File: src/rtl/tp_pkg.sv
package tp_pkg;
  localparam int unsigned PIX_W = 12;
  localparam int unsigned COL_W = 4;

  typedef enum logic [2:0] {
    MODE_BLACK  = 3'd0,
    MODE_HBAND  = 3'd1,
    MODE_VBAND  = 3'd2,
    MODE_SQUARE = 3'd3,
    MODE_IMAGE  = 3'd4
  } tp_mode_e;

  // Inclusive window test: centre-half <= pos <= centre+half, without wrap.
  function automatic logic band_hit(input logic [PIX_W-1:0] pos,
                                    input logic [PIX_W-1:0] centre,
                                    input logic [PIX_W-1:0] half);
    logic [PIX_W:0] p, c, h;
    p = {1'b0, pos};
    c = {1'b0, centre};
    h = {1'b0, half};
    return ((p + h) >= c) && (p <= (c + h));
  endfunction

  // Grayscale image content: the upper nibble of an 8-bit synthetic pixel.
  function automatic logic [COL_W-1:0] img_sample(input logic [PIX_W-1:0] col,
                                                  input logic [PIX_W-1:0] row);
    logic [7:0] byte_val;
    byte_val = 8'((32'(col) * 7) + (32'(row) * 13));
    return byte_val[7:4];
  endfunction

  // The lowest-numbered set switch bit has priority.
  function automatic tp_mode_e pick_mode(input logic [3:0] sw);
    if (sw[0])      return MODE_HBAND;
    else if (sw[1]) return MODE_VBAND;
    else if (sw[2]) return MODE_SQUARE;
    else if (sw[3]) return MODE_IMAGE;
    else            return MODE_BLACK;
  endfunction
endpackage

File: src/rtl/tp_shape_gen.sv
module tp_shape_gen
  import tp_pkg::*;
#(
  parameter int unsigned H_CENTRE = 320,
  parameter int unsigned V_CENTRE = 240,
  parameter int unsigned HALF_W   = 10
) (
  input  logic             clk,
  input  logic             rst_n,
  input  logic [PIX_W-1:0] pix_x,
  input  logic [PIX_W-1:0] pix_y,
  input  logic             video_on,
  input  logic [3:0]       mode_sw,
  output logic             s1_valid,
  output logic             s1_video,
  output tp_mode_e         s1_mode,
  output logic             s1_hit_h,
  output logic             s1_hit_v
);
  localparam logic [PIX_W-1:0] HC = PIX_W'(H_CENTRE);
  localparam logic [PIX_W-1:0] VC = PIX_W'(V_CENTRE);
  localparam logic [PIX_W-1:0] HW = PIX_W'(HALF_W);

  logic row_in_band;
  logic col_in_band;

  assign row_in_band = band_hit(pix_y, VC, HW);
  assign col_in_band = band_hit(pix_x, HC, HW);

  always_ff @(posedge clk or negedge rst_n) begin
    if (!rst_n) begin
      s1_valid <= 1'b0;
      s1_video <= 1'b0;
      s1_mode  <= MODE_BLACK;
      s1_hit_h <= 1'b0;
      s1_hit_v <= 1'b0;
    end else begin
      s1_valid <= 1'b1;
      s1_video <= video_on;
      s1_mode  <= pick_mode(mode_sw);
      s1_hit_h <= row_in_band;
      s1_hit_v <= col_in_band;
    end
  end

  // The stage-1 mode register follows the switch priority one edge later.
  assert_mode_prio_R7: assert property (@(posedge clk) disable iff (!rst_n)
    mode_sw[0] |=> (s1_mode == MODE_HBAND));
endmodule

File: src/rtl/tp_image_rom.sv
module tp_image_rom
  import tp_pkg::*;
#(
  parameter int unsigned IMG_W       = 160,
  parameter int unsigned IMG_H       = 120,
  parameter int unsigned SCALE_SHIFT = 2
) (
  input  logic             clk,
  input  logic             rst_n,
  input  logic [PIX_W-1:0] pix_x,
  input  logic [PIX_W-1:0] pix_y,
  output logic [COL_W-1:0] rom_q
);
  localparam logic [PIX_W-1:0] COL_LIM = PIX_W'(IMG_W);
  localparam logic [PIX_W-1:0] ROW_LIM = PIX_W'(IMG_H);

  logic [PIX_W-1:0] col_addr;
  logic [PIX_W-1:0] row_addr;
  logic             addr_ok;

  assign col_addr = pix_x >> SCALE_SHIFT;
  assign row_addr = pix_y >> SCALE_SHIFT;
  assign addr_ok  = (col_addr < COL_LIM) && (row_addr < ROW_LIM);

  always_ff @(posedge clk or negedge rst_n) begin
    if (!rst_n) rom_q <= '0;
    else        rom_q <= addr_ok ? img_sample(col_addr, row_addr) : '0;
  end

  assert_rom_edge_R6: assert property (@(posedge clk) disable iff (!rst_n)
    (pix_x >= PIX_W'(IMG_W << SCALE_SHIFT)) |=> (rom_q == '0));
endmodule

File: src/rtl/tp_color_out.sv
module tp_color_out
  import tp_pkg::*;
(
  input  logic             clk,
  input  logic             rst_n,
  input  logic             s1_valid,
  input  logic             s1_video,
  input  tp_mode_e         s1_mode,
  input  logic             s1_hit_h,
  input  logic             s1_hit_v,
  input  logic [COL_W-1:0] rom_q,
  output logic [COL_W-1:0] red,
  output logic [COL_W-1:0] green,
  output logic [COL_W-1:0] blue
);
  localparam logic [COL_W-1:0] FULL = '1;

  logic [COL_W-1:0] red_next;

  always_comb begin
    red_next = '0;
    if (s1_video) begin
      case (s1_mode)
        MODE_HBAND:  red_next = s1_hit_h ? FULL : '0;
        MODE_VBAND:  red_next = s1_hit_v ? FULL : '0;
        MODE_SQUARE: red_next = (s1_hit_h && s1_hit_v) ? FULL : '0;
        MODE_IMAGE:  red_next = rom_q;
        default:     red_next = '0;
      endcase
    end
  end

  always_ff @(posedge clk or negedge rst_n) begin
    if (!rst_n) red <= '0;
    else        red <= red_next;
  end

  assign green = '0;
  assign blue  = '0;

  assert_blank_R2: assert property (@(posedge clk) disable iff (!rst_n)
    (s1_valid && !s1_video) |=> (red == '0));
  assert_no_mode_black_R7: assert property (@(posedge clk) disable iff (!rst_n)
    (s1_valid && s1_mode == MODE_BLACK) |=> (red == '0));
  assert_hband_full_R3: assert property (@(posedge clk) disable iff (!rst_n)
    (s1_valid && s1_video && s1_mode == MODE_HBAND && s1_hit_h) |=> (red == FULL));
  assert_image_pass_R6: assert property (@(posedge clk) disable iff (!rst_n)
    (s1_valid && s1_video && s1_mode == MODE_IMAGE) |=> (red == $past(rom_q)));
endmodule

File: src/rtl/tp_pattern_gen.sv
module tp_pattern_gen
  import tp_pkg::*;
#(
  parameter int unsigned H_CENTRE    = 320,
  parameter int unsigned V_CENTRE    = 240,
  parameter int unsigned HALF_W      = 10,
  parameter int unsigned IMG_W       = 160,
  parameter int unsigned IMG_H       = 120,
  parameter int unsigned SCALE_SHIFT = 2
) (
  input  logic        clk,
  input  logic        rst_n,
  input  logic [11:0] pix_x,
  input  logic [11:0] pix_y,
  input  logic        video_on,
  input  logic [3:0]  mode_sw,
  output logic [3:0]  red,
  output logic [3:0]  green,
  output logic [3:0]  blue
);
  logic             s1_valid;
  logic             s1_video;
  tp_mode_e         s1_mode;
  logic             s1_hit_h;
  logic             s1_hit_v;
  logic [COL_W-1:0] rom_q;
  logic [1:0]       run_cnt;

  tp_shape_gen #(.H_CENTRE(H_CENTRE), .V_CENTRE(V_CENTRE), .HALF_W(HALF_W)) u_shape (
    .clk(clk), .rst_n(rst_n), .pix_x(pix_x), .pix_y(pix_y),
    .video_on(video_on), .mode_sw(mode_sw),
    .s1_valid(s1_valid), .s1_video(s1_video), .s1_mode(s1_mode),
    .s1_hit_h(s1_hit_h), .s1_hit_v(s1_hit_v)
  );

  tp_image_rom #(.IMG_W(IMG_W), .IMG_H(IMG_H), .SCALE_SHIFT(SCALE_SHIFT)) u_rom (
    .clk(clk), .rst_n(rst_n), .pix_x(pix_x), .pix_y(pix_y), .rom_q(rom_q)
  );

  tp_color_out u_out (
    .clk(clk), .rst_n(rst_n), .s1_valid(s1_valid), .s1_video(s1_video),
    .s1_mode(s1_mode), .s1_hit_h(s1_hit_h), .s1_hit_v(s1_hit_v),
    .rom_q(rom_q), .red(red), .green(green), .blue(blue)
  );

  // Cycles since reset, saturating, used to gate two-deep history checks.
  always_ff @(posedge clk or negedge rst_n) begin
    if (!rst_n)              run_cnt <= '0;
    else if (run_cnt != 2'd3) run_cnt <= run_cnt + 2'd1;
  end

  assert_gb_zero_R1: assert property (@(posedge clk) disable iff (!rst_n)
    (green == '0) && (blue == '0));
  assert_latency_R8: assert property (@(posedge clk) disable iff (!rst_n)
    (run_cnt >= 2'd2 && !$past(video_on, 2)) |-> (red == '0));
  assert_reset_R9: assert property (@(posedge clk) disable iff (!rst_n)
    (run_cnt == 2'd0) |-> (red == '0));
endmodule

File: config.mk
export PLATFORM = sky130hd
export DESIGN_NAME = tp_pattern_gen
export DESIGN_NICKNAME = d
export VERILOG_FILES = /design/src/rtl/tp_pkg.sv /design/src/rtl/tp_shape_gen.sv /design/src/rtl/tp_image_rom.sv /design/src/rtl/tp_color_out.sv /design/src/rtl/tp_pattern_gen.sv
export SDC_FILE = /design/constraint.sdc
export NUM_CORES = 1
export LEC_CHECK = 0
export BUFFER_PORTS_ARGS = -buffer_cell sky130_fd_sc_hd__buf_2
export CORE_MARGIN = 5
export CORE_UTILIZATION = 52
export DETAILED_ROUTE_END_ITERATION = 8
export GPL_ROUTABILITY_DRIVEN = 0
export PLACE_DENSITY = 0.8
export SLEW_MARGIN = 20
export SYNTH_ARGS = -nofsm -noshare
export SYNTH_HDL_FRONTEND = slang
export SYNTH_SLANG_ARGS = --single-unit
File: constraint.sdc
create_clock -name clk -period 1.2 [get_ports clk]
set_input_delay 0.12 -clock clk [delete_from_list [all_inputs] [get_ports clk]]
set_output_delay 0.12 -clock clk [all_outputs]
set_load 0.02 [all_outputs]
**After elaboration in Yosys (flattened, before gate mapping)**

Cells that the tools add are included.

- Flip-flop bits (word level): 14
- Bits in latches: 0
- Memory bits (writable): 0
- ROM bits: 0
- Input port bits: 31
- Output and inout bits: 12
- Word-level logic and storage cells: 35
- Memories: 0

- $add $sub $neg: 3
- $mul: 2
- Divide/modulo/power cells: 0
- $lt $le $gt $ge: 6
- Equal/unequal tests: 4
- Shifts and indexed selects: 0
- Multiplexer cells: 10
- Bitwise logic cells: 0
- Reductions and logical operators: 4

Operators with widths:

| cell | count |
|---|---|
| $add A12 B4 Y13 const B | 2 |
| $mux W4 | 5 |
| $pmux W4 S4 | 1 |
| $ge A13 B8 Y1 const B | 1 |
| $ge A13 B9 Y1 const B | 1 |
| $le A12 B8 Y1 const B | 1 |
| $le A12 B9 Y1 const B | 1 |
| $mux W3 | 4 |
| $lt A10 B7 Y1 const B | 1 |
| $lt A10 B8 Y1 const B | 1 |
| $mul A10 B3 Y8 const B | 1 |
| $mul A10 B4 Y8 const B | 1 |
| $add A8 B8 Y8 | 1 |
| $eq A3 B2 Y1 const B | 2 |
| $logic_and A1 B1 Y1 | 4 |
| $eq A3 B1 Y1 const B | 1 |
| $eq A3 B3 Y1 const B | 1 |

**Depth between registers and ports, before layout**

Gate-level depths: netlist (run 1).

- Depth in word-level cells: 4
- Gate-level depth with buffers: 14
- Depth with buffers taken out: 14

**Hierarchy**

Synthesis (run 1) repeated with hierarchy kept, for this count alone.

- Cells, all modules: 164
- Area, all modules: 1,636.6 um^2

Modules (own cells, without submodules):

| module | times used | cells each | area an instance (um^2) | sequential area each (um^2) |
|---|---|---|---|---|
| tp_image_rom | 1 | 97 | 955.9 | 100.1 |
| tp_shape_gen | 1 | 42 | 432.9 | 175.2 |
| tp_color_out | 1 | 25 | 247.7 | 100.1 |

**Least setup slack after synthesis (run 1)**

Ideal clock, no wire load.

- Kind: input to register
- Start: in pix_x[4]
- End: reg u_rom.rom_q[3]
- Setup time: 0.122 ns
- Arrival time: 3.170 ns
- Data required time: 1.078 ns
- Slack: -2.092 ns
- Stages: 12
- Path buffers: 0
- Cell sequence: fa_1 > fa_1 > fa_1 > inv_1 > fa_1 > inv_1 > ha_1 > a21oi_1 > o21ai_0 > a31oi_1 > xnor2_1 > nor2_1

- Word-level cells in the longest chain between the ends: 3
- Elaborated cells between the ends (all ways): 5
- Those cells by class: 1 x add/sub; 1 x mul; 1 x order compare; 1 x mux; 1 x reduce/logical

RTL lines:

| what | RTL line | RTL |
|---|---|---|
| start, declared | tp_pattern_gen.sv:13 | `input logic [11:0] pix_x,` |
| $mul A10 B3 Y8 / $lt A10 B8 Y1 (equally long branches) | tp_pkg.sv:28, tp_image_rom.sv:23 |  |
| $add A8 B8 Y8 / $logic_and A1 B1 Y1 (equally long branches) | tp_pkg.sv:28, tp_image_rom.sv:23 |  |
| $mux W4 * | tp_image_rom.sv:27 | `else rom_q <= addr_ok ? img_sample(col_addr, row_addr) : '0;` |
| end signal, assigned | tp_image_rom.sv:27 |  |
| end, declared | tp_image_rom.sv:12 | `output logic [COL_W-1:0] rom_q` |

Mark *: on every way between the ends. The rest lies on a longest branch, timed or not.

**Worst setup path after layout (run 1)**

- Start: in pix_x[4]
- End: reg u_rom.rom_q[2]

The elaborated chain is that of the path after synthesis.

==> results.py, run 1 <==
metrics = {
    "critical_path": {
        "startpoint": "pix_x[4]",
        "rrSetupSlack_ns": 0.09,
        "cp-end-kind": "flip-flop",
        "cp_data_arrival_time_ns": 3.24,
        "cp_max_fo": 3,
        "worstSetupEndpoint": "u_rom.rom_q[2]$_DFF_PN0_",
        "reg2regPathDepth": 5,
        "required_ns": 1.36,
        "startpoint_type": "primary input",
        "r2r-end": "u_out.red[2]$_DFF_PN0_",
        "reg2reg_from": "u_shape.s1_mode[1]$_DFF_PN0_",
        "critical_path_class": "primary input to flip-flop",
    },
    "sta": {
        "grt_setup_unrepaired": "true",
        "final_max_slew_viol_count": 0,
        "fin_crit_sh": 2.57,
        "setup_viol": 5,
        "finalSetupTns_ns": -7.28,
        "final_hold_viol_count": 0,
        "fin_skew_ns": 0.000642,
        "fmax_mhz": 324,
        "fin_ws_ns": -1.89,
        "fin_crit_ns": 3.09,
    },
    "routing": {
        "dr.pass1.iters": 4,
        "wire_per_inst_microns": 16.1,
        "drt_iter0_markers": 90,
        "vias": 1346,
        "vias_per_cell": 5.24,
        "ant_nets": 0,
        "drc": 0,
        "drt-total-wl_microns": 4150,
    },
    "yosys": {
        "synth_area_leader_cell": "dfrtp_1",
        "ys_async_sr_fraction": 1.00,
        "yosysMostFrequentCell": "inv_1",
        "synth_warnings": 0,
        "synth_top_cell_area_share": 0.229,
        "yosys_register_bits": 14,
        "yosysSeqAreaShare": 0.229,
        "netlist_area_sq_mm": 0.00153,
        "ys.flop_type": "dfrtp_1",
        "synth_top_cells_by_count": "inv_1 (33), ha_1 (19), fa_1 (16)",
        "synth_edf_count": 0,
        "syn_area_per_cell_sq_um": 9.58,
        "ys_types": 25,
        "synthTopCellsByArea": "dfrtp_1 (23%), fa_1 (21%), ha_1 (16%)",
        "syn_inst": 160,
    },
    "floorplan": {
        "die_x_microns": 64.3,
        "dieArea_sq_mm": 0.00413,
        "core_area_sq_mm": 0.00278,
        "rows": 19,
        "die_h_microns": 64.3,
        "initial_core_util": 0.551,
        "pin_count": 43,
    },
    "global_routing": {
        "grt-ovfl-total": 0,
        "grt_pass1_vias": 1511,
        "antenna_found_initial": 0,
        "grt_pass1_wl_microns": 6730,
        "grt_max_degree": 15,
        "track_usage": 0.206,
    },
    "status": {
        "violations": "setup timing",
        "outcome": "complete, but fails checks",
    },
    "power": {
        "peakVddDrop_mv": 1.79,
        "p_int_uw": 1990,
        "p_comb_frac": 0.778,
        "net-switching-power_uw": 1380,
        "p_per_area_mw_per_mm2": 1550,
        "leakage_uw": 0.00112,
        "switching_share": 0.409,
        "p_clk_frac": 0.074,
        "total_power_uw": 3370,
        "seqPwrFrac": 0.148,
    },
    "clock_tree": {
        "cts_max_path_buffers": 2,
        "cts_tree": "yes",
        "cts-root-buf": "clkbuf_4",
        "path_clk_slew_ns": 0.07,
        "cts_setup_buffers": 0,
        "numCtsBuffers": 3,
        "ctsHtreeMaxLevel": 1,
        "numClockSinks": 14,
        "clock_latency_ns": 0.27,
    },
    "placed_design": {
        "port_buffers": 34,
        "dp_hpwl_microns": 3270,
        "dp.cells": 252,
        "place_ws_ns": -2.23,
        "place_area_sq_mm": 0.00200,
    },
    "layout": {
        "nets": 294,
        "layout-drive-gt1-share": 0.407,
        "final_area_sq_mm": 0.00218,
        "final_cells": 257,
        "diodes": 0,
        "area_growth_syn_to_layout_pct": 42.1,
    },
    "hold_path": {
        "hold_class": "primary input to flip-flop",
    },
    "run": {
        "maxCapViolations": 0,
    },
}
## what timing repair did
action | 4_1_cts | 5_1_grt
hold buffers | 2 | 0
endpoints found under the setup margin | 5 | 9
gates resized for setup | 22 | 5
pin swaps | 16 | 4
hold endpoints to repair | 15 | 0
## layout by cell type, fill, tap and decap left out, types with 2 or more instances in the layout
cell type / n
buf_2: 31
inv_1: 27
buf_4: 26
fa_1: 16
dfrtp_1: 14
ha_1: 12
nor2_1: 10
xnor2_1: 8
conb_1: 8
ha_4: 7
inv_2: 6
a31oi_1: 5
nor3_1: 5
a21oi_1: 5
nor2b_1: 4
nand2_1: 4
buf_6: 4
nand3_1: 3
clkbuf_4: 3
o22ai_1: 2
a21oi_2: 2
xor2_1: 2
xnor2_2: 2
a21o_1: 2
nor4b_1: 2
dlygate4sd3_1: 2
## registers in the layout, summed over array words and instances (netlist names)
register / flops
u_shape.s1_mode: 3
u_shape.s1_hit_h: 1
u_shape.s1_video: 1
u_out.red: 4
u_rom.rom_q: 4
u_shape.s1_hit_v: 1
## cells by family (layout without fill, tap and decap cells)
group / Yosys count / after routing / synth area share
AO/OA/AOI/OAI: 23 / 23 / 0.0898
multiplexers: 1 / 1 / 0.00735
flip-flops: 14 / 14 / 0.229
other: 1 / 8 / 0.00245
adder cells (fa/ha/maj): 35 / 35 / 0.364
XOR/XNOR: 13 / 13 / 0.0833
AND/OR/NAND/NOR: 32 / 32 / 0.104
buffers and inverters: 41 / 100 / 0.120
## per-layer routing
layer / global-route usage / share of wire / routed length, microns
met1: 0.227 / 0.38 / 1570
met2: 0.405 / 0.57 / 2360
met3: 0.0350 / 0.038 / 159
met4: 0.0382 / 0.015 / 63
met5: 0 / 0 / 0
## worst max-delay path: stages
cell and delay [ns]:
buf_8 0.10, fa_1 0.56, fa_1 0.43, fa_1 0.50, inv_1 0.05, fa_1 0.50
inv_2 0.05, ha_4 0.24, a21oi_4 0.15, o21ai_4 0.10, a21oi_2 0.18, xor2_1 0.19
nor2_1 0.06
## cell type report
cell class                 count  area (sq um)
tap                           31          38.8
clock buffer                   3          22.5
fill                         167           603
inverter                      33           124
multi-input combinational    112          1210
sequential                    14           350
timing repair buffer          64           430
## power by group through the flow
stage / clock, uW / combinational (uW) / sequential [uW]
finish: 249 / 2620 / 498
global route: 302 / 2840 / 501
CTS: 259 / 2440 / 498
detailed placement: 0 / 2070 / 507
global placement: 0 / 1900 / 506
floorplan: 0 / 1410 / 513
## how the worst min path moves through the flow
stage | start | endpoint | slack (ns) | depth (start not counted)
2_1_floorplan | rst_n | u_out.red[0]$_DFF_PN0_ | -0.18 | 0
3_5_place_dp | rst_n | u_out.red[1]$_DFF_PN0_ | 0.02 | 1
3_3_place_gp | rst_n | u_out.red[1]$_DFF_PN0_ | 0.02 | 1
6_report | mode_sw[0] | u_shape.s1_mode[1]$_DFF_PN0_ | 0.03 | 2
5_1_grt | mode_sw[0] | u_shape.s1_mode[1]$_DFF_PN0_ | 0.005 | 2
4_1_cts | mode_sw[0] | u_shape.s1_mode[1]$_DFF_PN0_ | 0.02 | 2
## stage by stage
stage | hold slack, ns | utilization
after CTS | 0.0150 | 0.771
after global placement | 0.0150 | 0.717
final | 0.0285 | 0.783
after floorplan | -0.176 | -
after detailed placement | 0.0231 | 0.717
after global routing | 0.00529 | 0.783
(Power assumes the default switching activity.)
==> run 2, diff against run 1 <==
Settings changed: HOLD_SLACK_MARGIN set to 0.03.
==> run 2 against run 1 <==
The flow still finishes with violations (setup timing). Critical path depth is the same. Register-to-register slack gained 0.06 ns. Sequential share of layout area shrank 0.29 points. Total power grew 0.49%. Setup slack gained 0.0052 ns. Core utilization grew 1.4 points. Die area is the same.
==> results.py, run 2 (synthesis gave the netlist of run 1 again) <==
metrics = {
    "critical_path": {
        "reg2regPathDepth": 5,
        "startpoint_type": "primary input",
        "startpoint": "pix_x[4]",
        "reg2reg_from": "u_shape.s1_mode[1]$_DFF_PN0_",
        "rrSetupSlack_ns": 0.15,
        "r2r-end": "u_out.red[2]$_DFF_PN0_",
        "cp_data_arrival_time_ns": 3.24,
        "worstSetupEndpoint": "u_rom.rom_q[2]$_DFF_PN0_",
        "cp_max_fo": 3,
        "cp-end-kind": "flip-flop",
        "required_ns": 1.36,
        "critical_path_class": "primary input to flip-flop",
    },
    "floorplan": {
        "core_area_sq_mm": 0.00278,
        "dieArea_sq_mm": 0.00413,
        "initial_core_util": 0.551,
        "die_x_microns": 64.3,
        "die_h_microns": 64.3,
        "pin_count": 43,
        "rows": 19,
    },
    "sta": {
        "fin_ws_ns": -1.88,
        "setup_viol": 5,
        "fmax_mhz": 325,
        "final_hold_viol_count": 0,
        "final_max_slew_viol_count": 0,
        "holdWs_ns": 0.118,
        "fin_crit_sh": 2.57,
        "fin_skew_ns": 0.000818,
        "grt_setup_unrepaired": "true",
        "fin_crit_ns": 3.08,
    },
    "layout": {
        "nets": 298,
        "diodes": 0,
        "final_util": 0.798,
        "layout-drive-gt1-share": 0.400,
        "final_common_cell": "buf_2",
        "mostFrequentLayoutCells": "buf_2 (31), inv_1 (27), buf_4 (26)",
        "area_growth_syn_to_layout_pct": 44.7,
        "reg_top3": "u_out.red (4), u_rom.rom_q (4), u_shape.s1_mode (3)",
        "final_area_sq_mm": 0.00222,
    },
    "routing": {
        "drt_iter0_markers": 91,
        "dr.pass1.iters": 6,
        "vias": 1383,
        "wire_per_inst_microns": 16.2,
        "drt-total-wl_microns": 4240,
        "vias_per_cell": 5.30,
        "drc": 0,
        "ant_nets": 0,
    },
    "power": {
        "p_per_area_mw_per_mm2": 1530,
        "peakVddDrop_mv": 1.81,
        "leakage_uw": 0.00113,
    },
    "global_routing": {
        "antenna_found_initial": 0,
        "grt_pass1_wl_microns": 6840,
        "grt_pass1_vias": 1522,
        "track_usage": 0.210,
        "grt_max_degree": 15,
        "grt-ovfl-total": 0,
    },
    "placed_design": {
        "port_buffers": 34,
        "dp_hpwl_microns": 3270,
        "place_area_sq_mm": 0.00200,
    },
    "clock_tree": {
        "cts-root-buf": "clkbuf_4",
        "path_clk_slew_ns": 0.07,
        "cts_max_path_buffers": 2,
        "cts_tree": "yes",
        "ctsHtreeMaxLevel": 1,
        "clock_latency_ns": 0.27,
        "numClockSinks": 14,
        "numCtsBuffers": 3,
    },
    "status": {
        "outcome": "complete, but fails checks",
        "violations": "setup timing",
    },
    "run": {
        "maxCapViolations": 0,
    },
    "hold_path": {
        "hold_class": "primary input to flip-flop",
    },
}
## run 2: changes by cell type in the layout (fill, tap and decap cells not counted)
| cell | change |
|---|---|
| dlygate4sd3_1 | +4 |
## run 2: critical path, cell delays in order
cell,delay [ns]
buf_8,0.10
fa_1,0.56
fa_1,0.43
fa_1,0.50
inv_1,0.05
fa_1,0.50
inv_2,0.05
ha_4,0.24
a21oi_4,0.16
o21ai_4,0.10
a21oi_2,0.18
xor2_1,0.19
nor2_1,0.06
## run 2: where the power goes
group | switching, uW | internal (uW)
clock network | 136 | 116
logic | 1240 | 1390
registers | 8.77 | 490
## run 2: worst min-delay path by stage
| stage | to | cells past startpoint | slack, ns | startpoint |
|---|---|---|---|---|
| floorplan | u_out.red[0]$_DFF_PN0_ | 0 | -0.18 | rst_n |
| global placement | u_out.red[1]$_DFF_PN0_ | 1 | 0.02 | rst_n |
| detailed placement | u_out.red[1]$_DFF_PN0_ | 1 | 0.02 | rst_n |
| CTS | u_shape.s1_hit_v$_DFF_PN0_ | 2 | 0.03 | pix_x[9] |
| global route | u_shape.s1_mode[2]$_DFF_PN0_ | 2 | 0.1 | mode_sw[3] |
| finish | u_shape.s1_mode[2]$_DFF_PN0_ | 2 | 0.12 | mode_sw[3] |
## run 2: area by class of cell
| class | count | area, sq um |
|---|---|---|
| Inverter | 33 | 124 |
| Tap cell | 31 | 38.8 |
| Timing Repair Buffer | 68 | 470 |
| Sequential cell | 14 | 350 |
| Multi-Input combinational cell | 112 | 1210 |
| Clock buffer | 3 | 22.5 |
| Fill cell | 154 | 563 |
## run 2: what timing repair did
item | CTS | global route
resized for setup | 22 | 5
pin swaps | 16 | 4
endpoints found under the setup margin | 5 | 9
hold endpoints to repair | 17 | 1
hold buffers | 5 | 1
setup buffers | 0 | 0
## run 2: metrics by stage
| step | total power [uW] | TNS (ns) | setup slack (ns) | std cells |
|---|---|---|---|---|
| 2_1_floorplan | 1920 | -6.99 | -1.89 | 167 |
| 3_3_place_gp | 2400 | -8.50 | -2.08 | 252 |
| 3_5_place_dp | 2570 | -9.02 | -2.23 | 252 |
| 4_1_cts | 3200 | -7.07 | -1.80 | 260 |
| 5_1_grt | 3660 | -7.46 | -1.92 | 261 |
| 6_report | 3390 | -7.29 | -1.88 | 261 |
## run 2: metal layers
metal / share of wire / global-route usage
met2: 0.56 / 0.417
met1: 0.37 / 0.231
met4: 0.016 / 0.0382
met5: 0 / 0
met3: 0.054 / 0.0350
